$ cat config.mk
export PLATFORM = sky130hd
export DESIGN_NAME = irqagg_top
export DESIGN_NICKNAME = d
export VERILOG_FILES = /design/src/rtl/irqagg_pkg.sv /design/src/rtl/irqagg_edge.sv /design/src/rtl/irqagg_regs.sv /design/src/rtl/irqagg_msg.sv /design/src/rtl/irqagg_top.sv
export SDC_FILE = /design/constraint.sdc
export NUM_CORES = 1
export LEC_CHECK = 0
export BUFFER_PORTS_ARGS = -buffer_cell sky130_fd_sc_hd__buf_4
export CORE_ASPECT_RATIO = 0.8
export CORE_UTILIZATION = 47
export DETAILED_ROUTE_END_ITERATION = 16
export PLACE_DENSITY = 0.76
export SETUP_SLACK_MARGIN = 0.05
export SYNTH_ARGS = -nofsm -noshare
export SYNTH_HDL_FRONTEND = slang
export SYNTH_SLANG_ARGS = --single-unit
$ cat constraint.sdc
create_clock -name clk -period 1.4 [get_ports clk]
set_input_delay 0.42 -clock clk [delete_from_list [all_inputs] [get_ports clk]]
set_output_delay 0.42 -clock clk [all_outputs]
set_load 0.02 [all_outputs]
$ cat src/rtl/irqagg_pkg.sv
package irqagg_pkg;
  // register index = byte address [4:2]
  typedef enum logic [2:0] {
    RG_TARGET = 3'd0,
    RG_ENABLE = 3'd1,
    RG_CLAIM  = 3'd2,
    RG_PEND   = 3'd3,
    RG_LEVEL  = 3'd4
  } reg_idx_e;
endpackage

$ cat src/rtl/irqagg_edge.sv
module irqagg_edge #(
  parameter int N_IRQ = 11,
  parameter logic [N_IRQ-1:0] IMPL_MASK = 11'h5FF
) (
  input  logic             clk,
  input  logic             rst_n,
  input  logic [N_IRQ-1:0] irq_in,
  output logic [N_IRQ-1:0] level_q,
  output logic [N_IRQ-1:0] rise
);
  logic [N_IRQ-1:0] live;

  assign live = irq_in & IMPL_MASK;
  assign rise = live & ~level_q;

  always_ff @(posedge clk) begin
    if (!rst_n) level_q <= '0;
    else        level_q <= live;
  end
endmodule

$ cat src/rtl/irqagg_regs.sv
module irqagg_regs
  import irqagg_pkg::*;
#(
  parameter int N_IRQ = 11,
  parameter logic [N_IRQ-1:0] IMPL_MASK = 11'h5FF,
  parameter int AW = 5,
  parameter int DW = 32
) (
  input  logic             clk,
  input  logic             rst_n,
  input  logic             reg_req,
  input  logic             reg_we,
  input  logic [AW-1:0]    reg_addr,
  input  logic [DW-1:0]    reg_wdata,
  output logic             reg_rvalid,
  output logic [DW-1:0]    reg_rdata,
  input  logic [N_IRQ-1:0] level_q,
  input  logic [N_IRQ-1:0] rise,
  output logic [N_IRQ-1:0] enable_q,
  output logic [DW-1:0]    target_q,
  output logic             armed_q,
  output logic             fire
);
  localparam int IW = AW - 2;

  logic [N_IRQ-1:0] pend_q, clr, hit;
  logic [IW-1:0]    idx;
  logic             rd, wr;
  logic [N_IRQ-1:0] rd_small;
  logic [DW-1:0]    rd_word;

  assign idx  = reg_addr[AW-1:2];
  assign rd   = reg_req & ~reg_we;
  assign wr   = reg_req & reg_we;
  assign hit  = rise & enable_q;
  assign fire = armed_q & (|hit);

  always_comb begin
    clr = '0;
    if (rd && idx == IW'(RG_CLAIM)) clr = pend_q & enable_q;
    if (rd && idx == IW'(RG_PEND))  clr = pend_q;
  end

  always_comb begin
    rd_small = '0;
    case (idx)
      IW'(RG_ENABLE): rd_small = enable_q;
      IW'(RG_CLAIM):  rd_small = pend_q & enable_q;
      IW'(RG_PEND):   rd_small = pend_q;
      IW'(RG_LEVEL):  rd_small = level_q;
      default:        rd_small = '0;
    endcase
    rd_word = {{(DW-N_IRQ){1'b0}}, rd_small};
    if (idx == IW'(RG_TARGET)) rd_word = target_q;
  end

  always_ff @(posedge clk) begin
    if (!rst_n) begin
      pend_q     <= '0;
      enable_q   <= '0;
      target_q   <= '0;
      armed_q    <= 1'b0;
      reg_rvalid <= 1'b0;
      reg_rdata  <= '0;
    end else begin
      pend_q     <= (pend_q & ~clr) | hit;
      reg_rvalid <= rd;
      if (rd) reg_rdata <= rd_word;
      if (wr && idx == IW'(RG_TARGET)) begin
        target_q <= reg_wdata;
        armed_q  <= 1'b1;
      end
      if (wr && idx == IW'(RG_ENABLE))
        enable_q <= reg_wdata[N_IRQ-1:0] & IMPL_MASK;
    end
  end
endmodule

$ cat src/rtl/irqagg_msg.sv
module irqagg_msg #(
  parameter int DW = 32,
  parameter int MSG_DATA_W = 5
) (
  input  logic          clk,
  input  logic          rst_n,
  input  logic          fire,
  input  logic [DW-1:0] target_q,
  output logic          msg_valid,
  input  logic          msg_ready,
  output logic [DW-1:0] msg_addr,
  output logic [DW-1:0] msg_data
);
  localparam logic [DW-1:0] LOW_MASK = {{(DW-MSG_DATA_W){1'b0}}, {MSG_DATA_W{1'b1}}};

  logic can_load;
  assign can_load = ~msg_valid | msg_ready;

  always_ff @(posedge clk) begin
    if (!rst_n) begin
      msg_valid <= 1'b0;
      msg_addr  <= '0;
      msg_data  <= '0;
    end else if (fire && can_load) begin
      msg_valid <= 1'b1;
      msg_addr  <= target_q & ~LOW_MASK;
      msg_data  <= target_q & LOW_MASK;
    end else if (msg_ready) begin
      msg_valid <= 1'b0;
    end
  end
endmodule

$ cat src/rtl/irqagg_top.sv
module irqagg_top #(
  parameter int N_IRQ = 11,
  parameter logic [N_IRQ-1:0] IMPL_MASK = 11'h5FF,
  parameter int AW = 5,
  parameter int DW = 32,
  parameter int MSG_DATA_W = 5
) (
  input  logic             clk,
  input  logic             rst_n,
  input  logic [N_IRQ-1:0] irq_in,
  input  logic             reg_req,
  input  logic             reg_we,
  input  logic [AW-1:0]    reg_addr,
  input  logic [DW-1:0]    reg_wdata,
  output logic             reg_rvalid,
  output logic [DW-1:0]    reg_rdata,
  output logic             msg_valid,
  input  logic             msg_ready,
  output logic [DW-1:0]    msg_addr,
  output logic [DW-1:0]    msg_data
);
  logic [N_IRQ-1:0] level_w, rise_w, enable_w;
  logic [DW-1:0]    target_w;
  logic             armed_w, fire_w;

  irqagg_edge #(.N_IRQ(N_IRQ), .IMPL_MASK(IMPL_MASK)) u_edge (
    .clk(clk), .rst_n(rst_n), .irq_in(irq_in),
    .level_q(level_w), .rise(rise_w)
  );

  irqagg_regs #(.N_IRQ(N_IRQ), .IMPL_MASK(IMPL_MASK), .AW(AW), .DW(DW)) u_regs (
    .clk(clk), .rst_n(rst_n),
    .reg_req(reg_req), .reg_we(reg_we), .reg_addr(reg_addr), .reg_wdata(reg_wdata),
    .reg_rvalid(reg_rvalid), .reg_rdata(reg_rdata),
    .level_q(level_w), .rise(rise_w),
    .enable_q(enable_w), .target_q(target_w), .armed_q(armed_w), .fire(fire_w)
  );

  irqagg_msg #(.DW(DW), .MSG_DATA_W(MSG_DATA_W)) u_msg (
    .clk(clk), .rst_n(rst_n), .fire(fire_w), .target_q(target_w),
    .msg_valid(msg_valid), .msg_ready(msg_ready),
    .msg_addr(msg_addr), .msg_data(msg_data)
  );
endmodule

==> impl_metrics.csv, run 1 <==
group,metric,value,unit
synth,synth-simple-area-share,23.0,%
critical_path,slowest_delay,0.31,ns
global_routing,grt_max_degree,91,
synth,synthMuxAreaShare,7.63,%
job,cap_violations,0,
clock_tree,clock-root-buffer,"clkbuf_16",
floorplan,die_y,98.8,um
synth,synthDistinctLibCells,31,
detailed_routing,routedWlPerCell,15.7,um
place,io_buffers,115,
synth,synth_top_family_by_area,"simple AND/OR/NAND/NOR gates",
synth,synth_compound_area_share,13.7,%
global_routing,grt_first_pass_wirelength,23300,um
detailed_routing,dr.pass1.iters,5,
critical_path,arrival,1.82,ns
global_routing,track_usage,25.1,%
floorplan,rows,34,
critical_path,crit_chain,"nand3b_1, nand2_2, nor3_4, a21oi_4, buf_6, buf_12, mux2i_2",
detailed_routing,drt-total-wl,14600,um
clock_tree,cts_hold_buffers,0,
layout,regArea,2630,um^2
clock_tree,clock_path_buffers,2,
synth,synth_xor_area_share,0,%
floorplan,die_w,123,um
critical_path,crit_path_end_kind,"register",
layout,final_core_util,66.3,%
timing,finalCriticalPeriod,1.50,ns
timing,fmax,0.667,GHz
clock_tree,clk_latency,0.41,ns
place,place_congestion,0.804,
clock_tree,clkSlewWorstSetupHoldPaths,0.05,ns
layout,drive_gt1_share,30.1,%
synth,syn_area_per_cell,8.66,um^2
critical_path,crit_fanout,6,
layout,multi_input_area,2630,um^2
synth,yosysSeqAreaShare,47.2,%
floorplan,initial_core_util,49.4,%
worst_hold_path,whs_endpoint,"u_edge.level_q[5]",
critical_path,path_class,"reg -> reg",
critical_path,r2r-start,"u_edge.level_q[8]",
detailed_routing,vias,4871,
synth,synth.area.top_cells,"dfxtp_1, nand2_1, a21boi_1",
place,dp_slack,-0.254,ns
synth,netlist.area_leader.share,47.2,%
layout,fillCellCount,894,
detailed_routing,antenna_left,0,
floorplan,coreArea,11100,um^2
critical_path,timing.rr.end,"u_msg.msg_addr[7]",
worst_hold_path,hold_path_depth,2,
critical_path,reg2reg_slack,-0.1,ns
floorplan,dieArea,12200,um^2
critical_path,critPathLaunchType,"register",
run_status,failed_checks,"negative setup slack",
global_routing,grt_overflow,0,
synth,synthAdderAreaFrac,0,%
worst_hold_path,hold_class,"in -> reg",
timing,rsz0062_at_grt,"true",
timing,setup_ws,-0.0982,ns
detailed_routing,drc,0,
place,place_hpwl,9620,um
clock_tree,htree_levels,4,
critical_path,r2r_cells,7,
critical_path,cp_slowest_cell,"dfxtp_1",
detailed_routing,drt-initial-drc-count,353,
critical_path,crit_buf_inv,2,
synth,synth_top_area_cell,"dfxtp_1",
clock_tree,cts-buffers-inserted,17,
layout,syn2layout_area_growth,34.0,%
power,power.density,1130,nW/um^2
clock_tree,cts_tree,"yes",
detailed_routing,vias_per_cell,5.23,
power,vdd_drop_max,0.757,mV
critical_path,path_delay_family,"simple AND/OR/NAND/NOR gates",
timing,fin_crit_sh,107,%
timing,slew_violations,0,
worst_hold_path,min_from,"irq_in[5]",
layout,num_antenna_cells,0,
synth,synthCells,636,
timing,skew,0.00815,ns
power,p_leak,2.90,nW
synth,syn_area,5510,um^2
critical_path,critPathRequiredTime,1.73,ns
global_routing,antenna_found_initial,0,
run_status,status,"finished with violations",
clock_tree,clock_sinks,130,
timing,final_hold_viol_count,0,
synth,ys_seq_elements,130,
synth,yosys_warnings,0,
global_routing,grt_pass1_vias,4699,
layout,fin_nets,832,
timing,setup_violations,27,
floorplan,ios,151,
layout by cell type, fill, tap and decap left out, types with 2 or more instances in the layout:
cell type  netlist  final
a21boi_1        62     63
nor2b_1         11     10
nand2_2          0      4
inv_1            2      2
clkbuf_8         0      2
nor3_4           0      2
conb_1           1     32
dfxtp_2          0     24
nor2_1           4      3
nand3b_1        10     10
buf_12           0      9
buf_4           36    152
clkbuf_1        30      2
clkbuf_16        0     17
buf_6            3      8
mux2i_1         42     41
and2_1          12     11
nor2_4           1      2
clkinv_2         0      5
nand2b_1        12     11
nand3_1         42     42
nand2_1        178    174
o21ai_1         30     30
dfxtp_1        130    106
a221oi_1        10      9
through the flow:
stage          hold WS, ns  cell area [um^2]  instances  TNS, ns  power, W
2_1_floorplan        0.448              5650        667   -0.185   0.00426
3_3_place_gp         0.439              6680        897   -18.06   0.00445
3_5_place_dp         0.446              6680        897   -19.41   0.00446
4_1_cts              0.215              7410        936    -3.24   0.00839
5_1_grt              0.216              7380        932    -4.55   0.00865
6_report             0.224              7380        932    -1.78   0.00837
cell type report:
cell class                 instances  share of cell area (%)
timing repair buffer             169                    19.1
clock buffer                      21                    6.24
sequential                       130                    35.6
tap                              144                    2.44
inverter                           2                   0.102
clock inverter                     7                   0.847
multi-input combinational        459                    35.6
synthesized netlist by cell type:
| cell | instances |
|---|---|
| a21bo_2 | 1 |
| a21boi_0 | 2 |
| a21boi_1 | 62 |
| a21oi_1 | 1 |
| a21oi_2 | 1 |
| a221oi_1 | 10 |
| and2_1 | 12 |
| and3_1 | 1 |
| buf_1 | 1 |
| buf_2 | 6 |
| buf_4 | 36 |
| buf_6 | 3 |
| clkbuf_1 | 30 |
| conb_1 | 1 |
| dfxtp_1 | 130 |
| inv_1 | 2 |
| mux2i_1 | 42 |
| nand2_1 | 178 |
| nand2b_1 | 12 |
| nand3_1 | 42 |
| nand3b_1 | 10 |
| nor2_1 | 4 |
| nor2_4 | 1 |
| nor2b_1 | 11 |
| nor3_2 | 2 |
| nor4b_1 | 1 |
| nor4b_4 | 1 |
| o21a_1 | 1 |
| o21ai_1 | 30 |
| o22ai_1 | 1 |
| or3_4 | 1 |
worst max-delay path by stage:
stage,slack (ns),cells after the start,to,start
6_report,-0.1,7,u_msg.msg_addr[7],u_edge.level_q[8]
5_1_grt,-0.18,7,u_msg.msg_addr[7],u_edge.level_q[6]
4_1_cts,-0.14,8,u_msg.msg_addr[23],u_edge.level_q[1]
3_5_place_dp,-0.25,8,u_msg.msg_addr[7],irq_in[8]
3_3_place_gp,-0.24,6,u_regs.reg_rdata[5],reg_addr[3]
2_1_floorplan,-0.02,6,u_regs.pend_q[10],reg_we
worst register-to-register path, cell delays in order, from the launching register on:
cell	delay (ns)
dfxtp_1	0.31
nand3b_1	0.22
nand2_2	0.12
nor3_4	0.05
a21oi_4	0.23
buf_6	0.15
buf_12	0.13
mux2i_2	0.21
power breakdown:
part / leakage (nW) / internal, W / switching, W / total (W)
Sequential: 1.06 / 0.00375 / 0.0000274 / 0.00378
Clock: 0.260 / 0.00247 / 0.00150 / 0.00397
Combinational: 1.58 / 0.000267 / 0.000358 / 0.000625
per-layer routing:
layer | GRT usage (%) | part of all wire [%] | vias to the layer above
li1 | - | - | 2342
met1 | 31.6 | 44 | 2335
met2 | 41.1 | 49 | 169
met5 | 0 | 0 | -
met3 | 6.77 | 6.1 | 25
met4 | 8.71 | 1.8 | 0
flip-flops by register name (all words and copies together) (netlist names), 5 cells and up:
name / count
u_edge.level_q: 10
u_msg.msg_addr: 27
u_msg.msg_data: 5
u_regs.reg_rdata: 32
u_regs.target_q: 32
u_regs.enable_q: 10
u_regs.pend_q: 11
cell families (layout without fill, tap and decap cells):
family / after synthesis / in the layout
simple gates: 276 / 276
flops: 130 / 130
compound gates: 109 / 109
buf+inv: 78 / 199
mux: 42 / 42
other cells: 1 / 32
timing repair:
action                     CTS  global route
setup endpoints to repair   36            55
cloned                       3             0
resized for setup           20            30
pin swaps                    4             3
setup buffers                9             0
(Power assumes the default switching activity.)
==> run 2, diff against run 1 <==
--- a/config.mk
+++ b/config.mk
@@ -5,11 +5,13 @@
 export SDC_FILE = /design/constraint.sdc
 export NUM_CORES = 1
 export LEC_CHECK = 0
+export ABC_AREA = 1
 export BUFFER_PORTS_ARGS = -buffer_cell sky130_fd_sc_hd__buf_4
 export CORE_ASPECT_RATIO = 0.8
-export CORE_UTILIZATION = 47
+export CORE_MARGIN = 5
+export CORE_UTILIZATION = 48
 export DETAILED_ROUTE_END_ITERATION = 16
-export PLACE_DENSITY = 0.76
+export PLACE_DENSITY = 0.77
 export SETUP_SLACK_MARGIN = 0.05
 export SYNTH_ARGS = -nofsm -noshare
 export SYNTH_HDL_FRONTEND = slang
==> impl_metrics.csv, run 2 <==
group,metric,value,unit
run_status,status,"finished clean",
floorplan,dieArea,14300,um^2
layout,drive_gt1_share,27.1,%
global_routing,grt_max_degree,48,
synth,synth_compound_area_share,17.0,%
clock_tree,clkSlewWorstSetupHoldPaths,0.06,ns
worst_hold_path,whs_endpoint,"u_edge.level_q[3]",
detailed_routing,drt-initial-drc-count,433,
critical_path,crit_path_end_kind,"register",
place,io_buffers,115,
power,p_leak,3.49,nW
timing,whs,0.197,ns
critical_path,slowest_delay,0.32,ns
layout,syn2layout_area_growth,33.6,%
synth,synthDistinctLibCells,29,
timing,setup_violations,0,
place,place_inst,1070,
critical_path,r2r-start,"u_edge.level_q[4]",
timing,skew,0.00849,ns
floorplan,ios,151,
timing,tns,0,ns
power,power.density,1210,nW/um^2
floorplan,initial_core_util,49.6,%
critical_path,arrival,1.68,ns
layout,fin_cells,1102,
critical_path,critPathRequiredTime,1.74,ns
clock_tree,cts_hold_buffers,0,
timing,finalCriticalPeriod,1.34,ns
power,power,0.00926,W
global_routing,grt_pass1_vias,5057,
clock_tree,cts-buffers-inserted,17,
detailed_routing,drt-total-wl,15500,um
detailed_routing,vias,5432,
worst_hold_path,hold_class,"in -> reg",
layout,fin_nets,994,
timing,rsz0062_at_grt,"true",
detailed_routing,routedWlPerCell,14.0,um
global_routing,grt_first_pass_wirelength,24200,um
timing,fin_crit_sh,95.6,%
detailed_routing,antenna_left,0,
place,place_congestion,0.904,
synth,syn_area,5750,um^2
synth,yosysSeqAreaShare,45.2,%
detailed_routing,met3_wirelength,1300,um
critical_path,r2r_cells,9,
clock_tree,clk_latency,0.41,ns
detailed_routing,dr.pass1.iters,6,
synth,synth_top_area_cell,"dfxtp_1",
detailed_routing,met1Wirelength,7000,um
place,placed_cell_area,6910,um^2
synth,ys.flop_type,"dfxtp_1",
synth,synthAdderAreaFrac,0,%
synth,synth_most_common_cell,"nand2_1",
worst_hold_path,min_from,"irq_in[3]",
timing,fmax,0.747,GHz
synth,synth_xor_area_share,0,%
clock_tree,htree_levels,4,
layout,num_antenna_cells,0,
worst_hold_path,hold_path_depth,3,
detailed_routing,wl_met2,6880,um
layout,final_cell_area,7680,um^2
global_routing,antenna_found_initial,0,
critical_path,reg2reg_slack,0.06,ns
clock_tree,clock_sinks,130,
clock_tree,cts_setup_buffers,0,
critical_path,critPathLaunchType,"register",
layout,final_common_cell,"buf_4",
synth,synthMuxAreaShare,0,%
floorplan,die_w,132,um
detailed_routing,highest_layer,"met4",
critical_path,timing.rr.end,"u_msg.msg_addr[26]",
global_routing,grt_overflow,0,
job,cap_violations,0,
synth,ys_seq_elements,130,
clock_tree,cts_tree,"yes",
global_routing,track_usage,21.0,%
power,vdd_drop_max,0.987,mV
clock_tree,clock_path_buffers,2,
synth,synth.area.top_cells,"dfxtp_1, nand2_1, inv_1",
synth,syn_area_per_cell,7.15,um^2
synth,synth_common_cells,"nand2_1, inv_1, dfxtp_1",
synth,async_flop_share,0,%
timing,final_hold_viol_count,0,
detailed_routing,vias_per_cell,4.93,
place,place_hpwl,10700,um
critical_path,cp_slowest_cell,"dfxtp_2",
timing,slew_violations,0,
critical_path,path_class,"reg -> reg",
clock_tree,clock-root-buffer,"clkbuf_16",
synth,netlist.area_leader.share,45.2,%
floorplan,coreArea,11600,um^2
synth,synthCells,805,
synth,yosys_warnings,0,
synth,synth_top_family_by_area,"simple AND/OR/NAND/NOR gates",
synth,synth-edff-count,0,
critical_path,crit_fanout,19,
critical_path,crit_chain,"inv_1, nand3_2, nand2_2, nor2_4, nand3_4, buf_12, nand4_1, nand2_1, nor2_2",
floorplan,rows,35,
layout,top_regs,"u_regs.reg_rdata (32), u_regs.target_q (32), u_msg.msg_addr (27)",
detailed_routing,drc,0,
floorplan,die_y,108,um
layout,mostFrequentLayoutCells,"buf_4, nand2_1, inv_1",
synth,synth-simple-area-share,19.5,%
==> run 2: changes by cell type after synthesis, moves of 33 or more <==
cell      previous run  this run
a21oi_1              1        94
mux2i_1             42         0
a21boi_1            62         0
o21ai_0              0        79
nand4_1              0        33
inv_1                2       144
nor2_1               4        40
==> run 2: report_power, final <==
group          leakage [nW]  switching, W  internal [W]
registers              1.07     0.0000526       0.00380
logic                  2.12      0.000512      0.000332
clock network         0.295       0.00158       0.00298
total                  3.49       0.00215       0.00711
==> run 2: logic make-up (layout without fill, tap and decap cells) <==
kind of cell	after synthesis	after routing
and+or+nand+nor	255	255
buffers and inverters	228	346
AOI/OAI and AO/OA	191	191
DFF	130	130
other	1	32
==> run 2: repair_timing <==
| item | CTS | global route |
|---|---|---|
| setup endpoints to repair | 34 | 54 |
| resized for setup | 9 | 58 |
| pin swaps | 3 | 3 |
==> run 2: how the worst max path moves through the flow <==
| stage | start | cells after the start | endpoint | slack, ns |
|---|---|---|---|---|
| 4_1_cts | u_edge.level_q[6] | 10 | u_msg.msg_addr[30] | 0.02 |
| 2_1_floorplan | irq_in[4] | 9 | u_msg.msg_addr[26] | 0.07 |
| 3_3_place_gp | irq_in[4] | 9 | u_msg.msg_addr[20] | -0.21 |
| 6_report | u_edge.level_q[4] | 9 | u_msg.msg_addr[26] | 0.06 |
| 3_5_place_dp | irq_in[4] | 9 | u_msg.msg_addr[16] | -0.22 |
| 5_1_grt | u_edge.level_q[1] | 10 | u_msg.msg_addr[14] | -0.05 |
==> run 2: area by class of cell <==
type	count	area, um^2
clock buffer	23	488
clock inverter	9	128
fill	1004	3920
inverter	149	559
multi-input combinational	478	2300
sequential	130	2630
tap	148	185
timing repair buffer	165	1390
==> run 2: critical path: cells and delay by family (launching register included) <==
kind          cells  cell delay [ns]
simple gates      7             0.71
flops             1             0.32
buf+inv           2             0.23
==> run 2: per-layer routing <==
| metal | global-route usage (%) | vias to the layer above |
|---|---|---|
| li1 | - | 2744 |
| met4 | 6.90 | 0 |
| met2 | 32.8 | 207 |
| met5 | 0 | - |
| met1 | 27.9 | 2455 |
| met3 | 6.40 | 26 |
==> run 2: metrics by stage <==
stage	worst slack (ns)	util, %
2_1_floorplan	0.0715	-
3_3_place_gp	-0.214	59.5
3_5_place_dp	-0.215	59.5
4_1_cts	0.0214	65.1
5_1_grt	-0.0521	66.2
6_report	0.0622	66.2
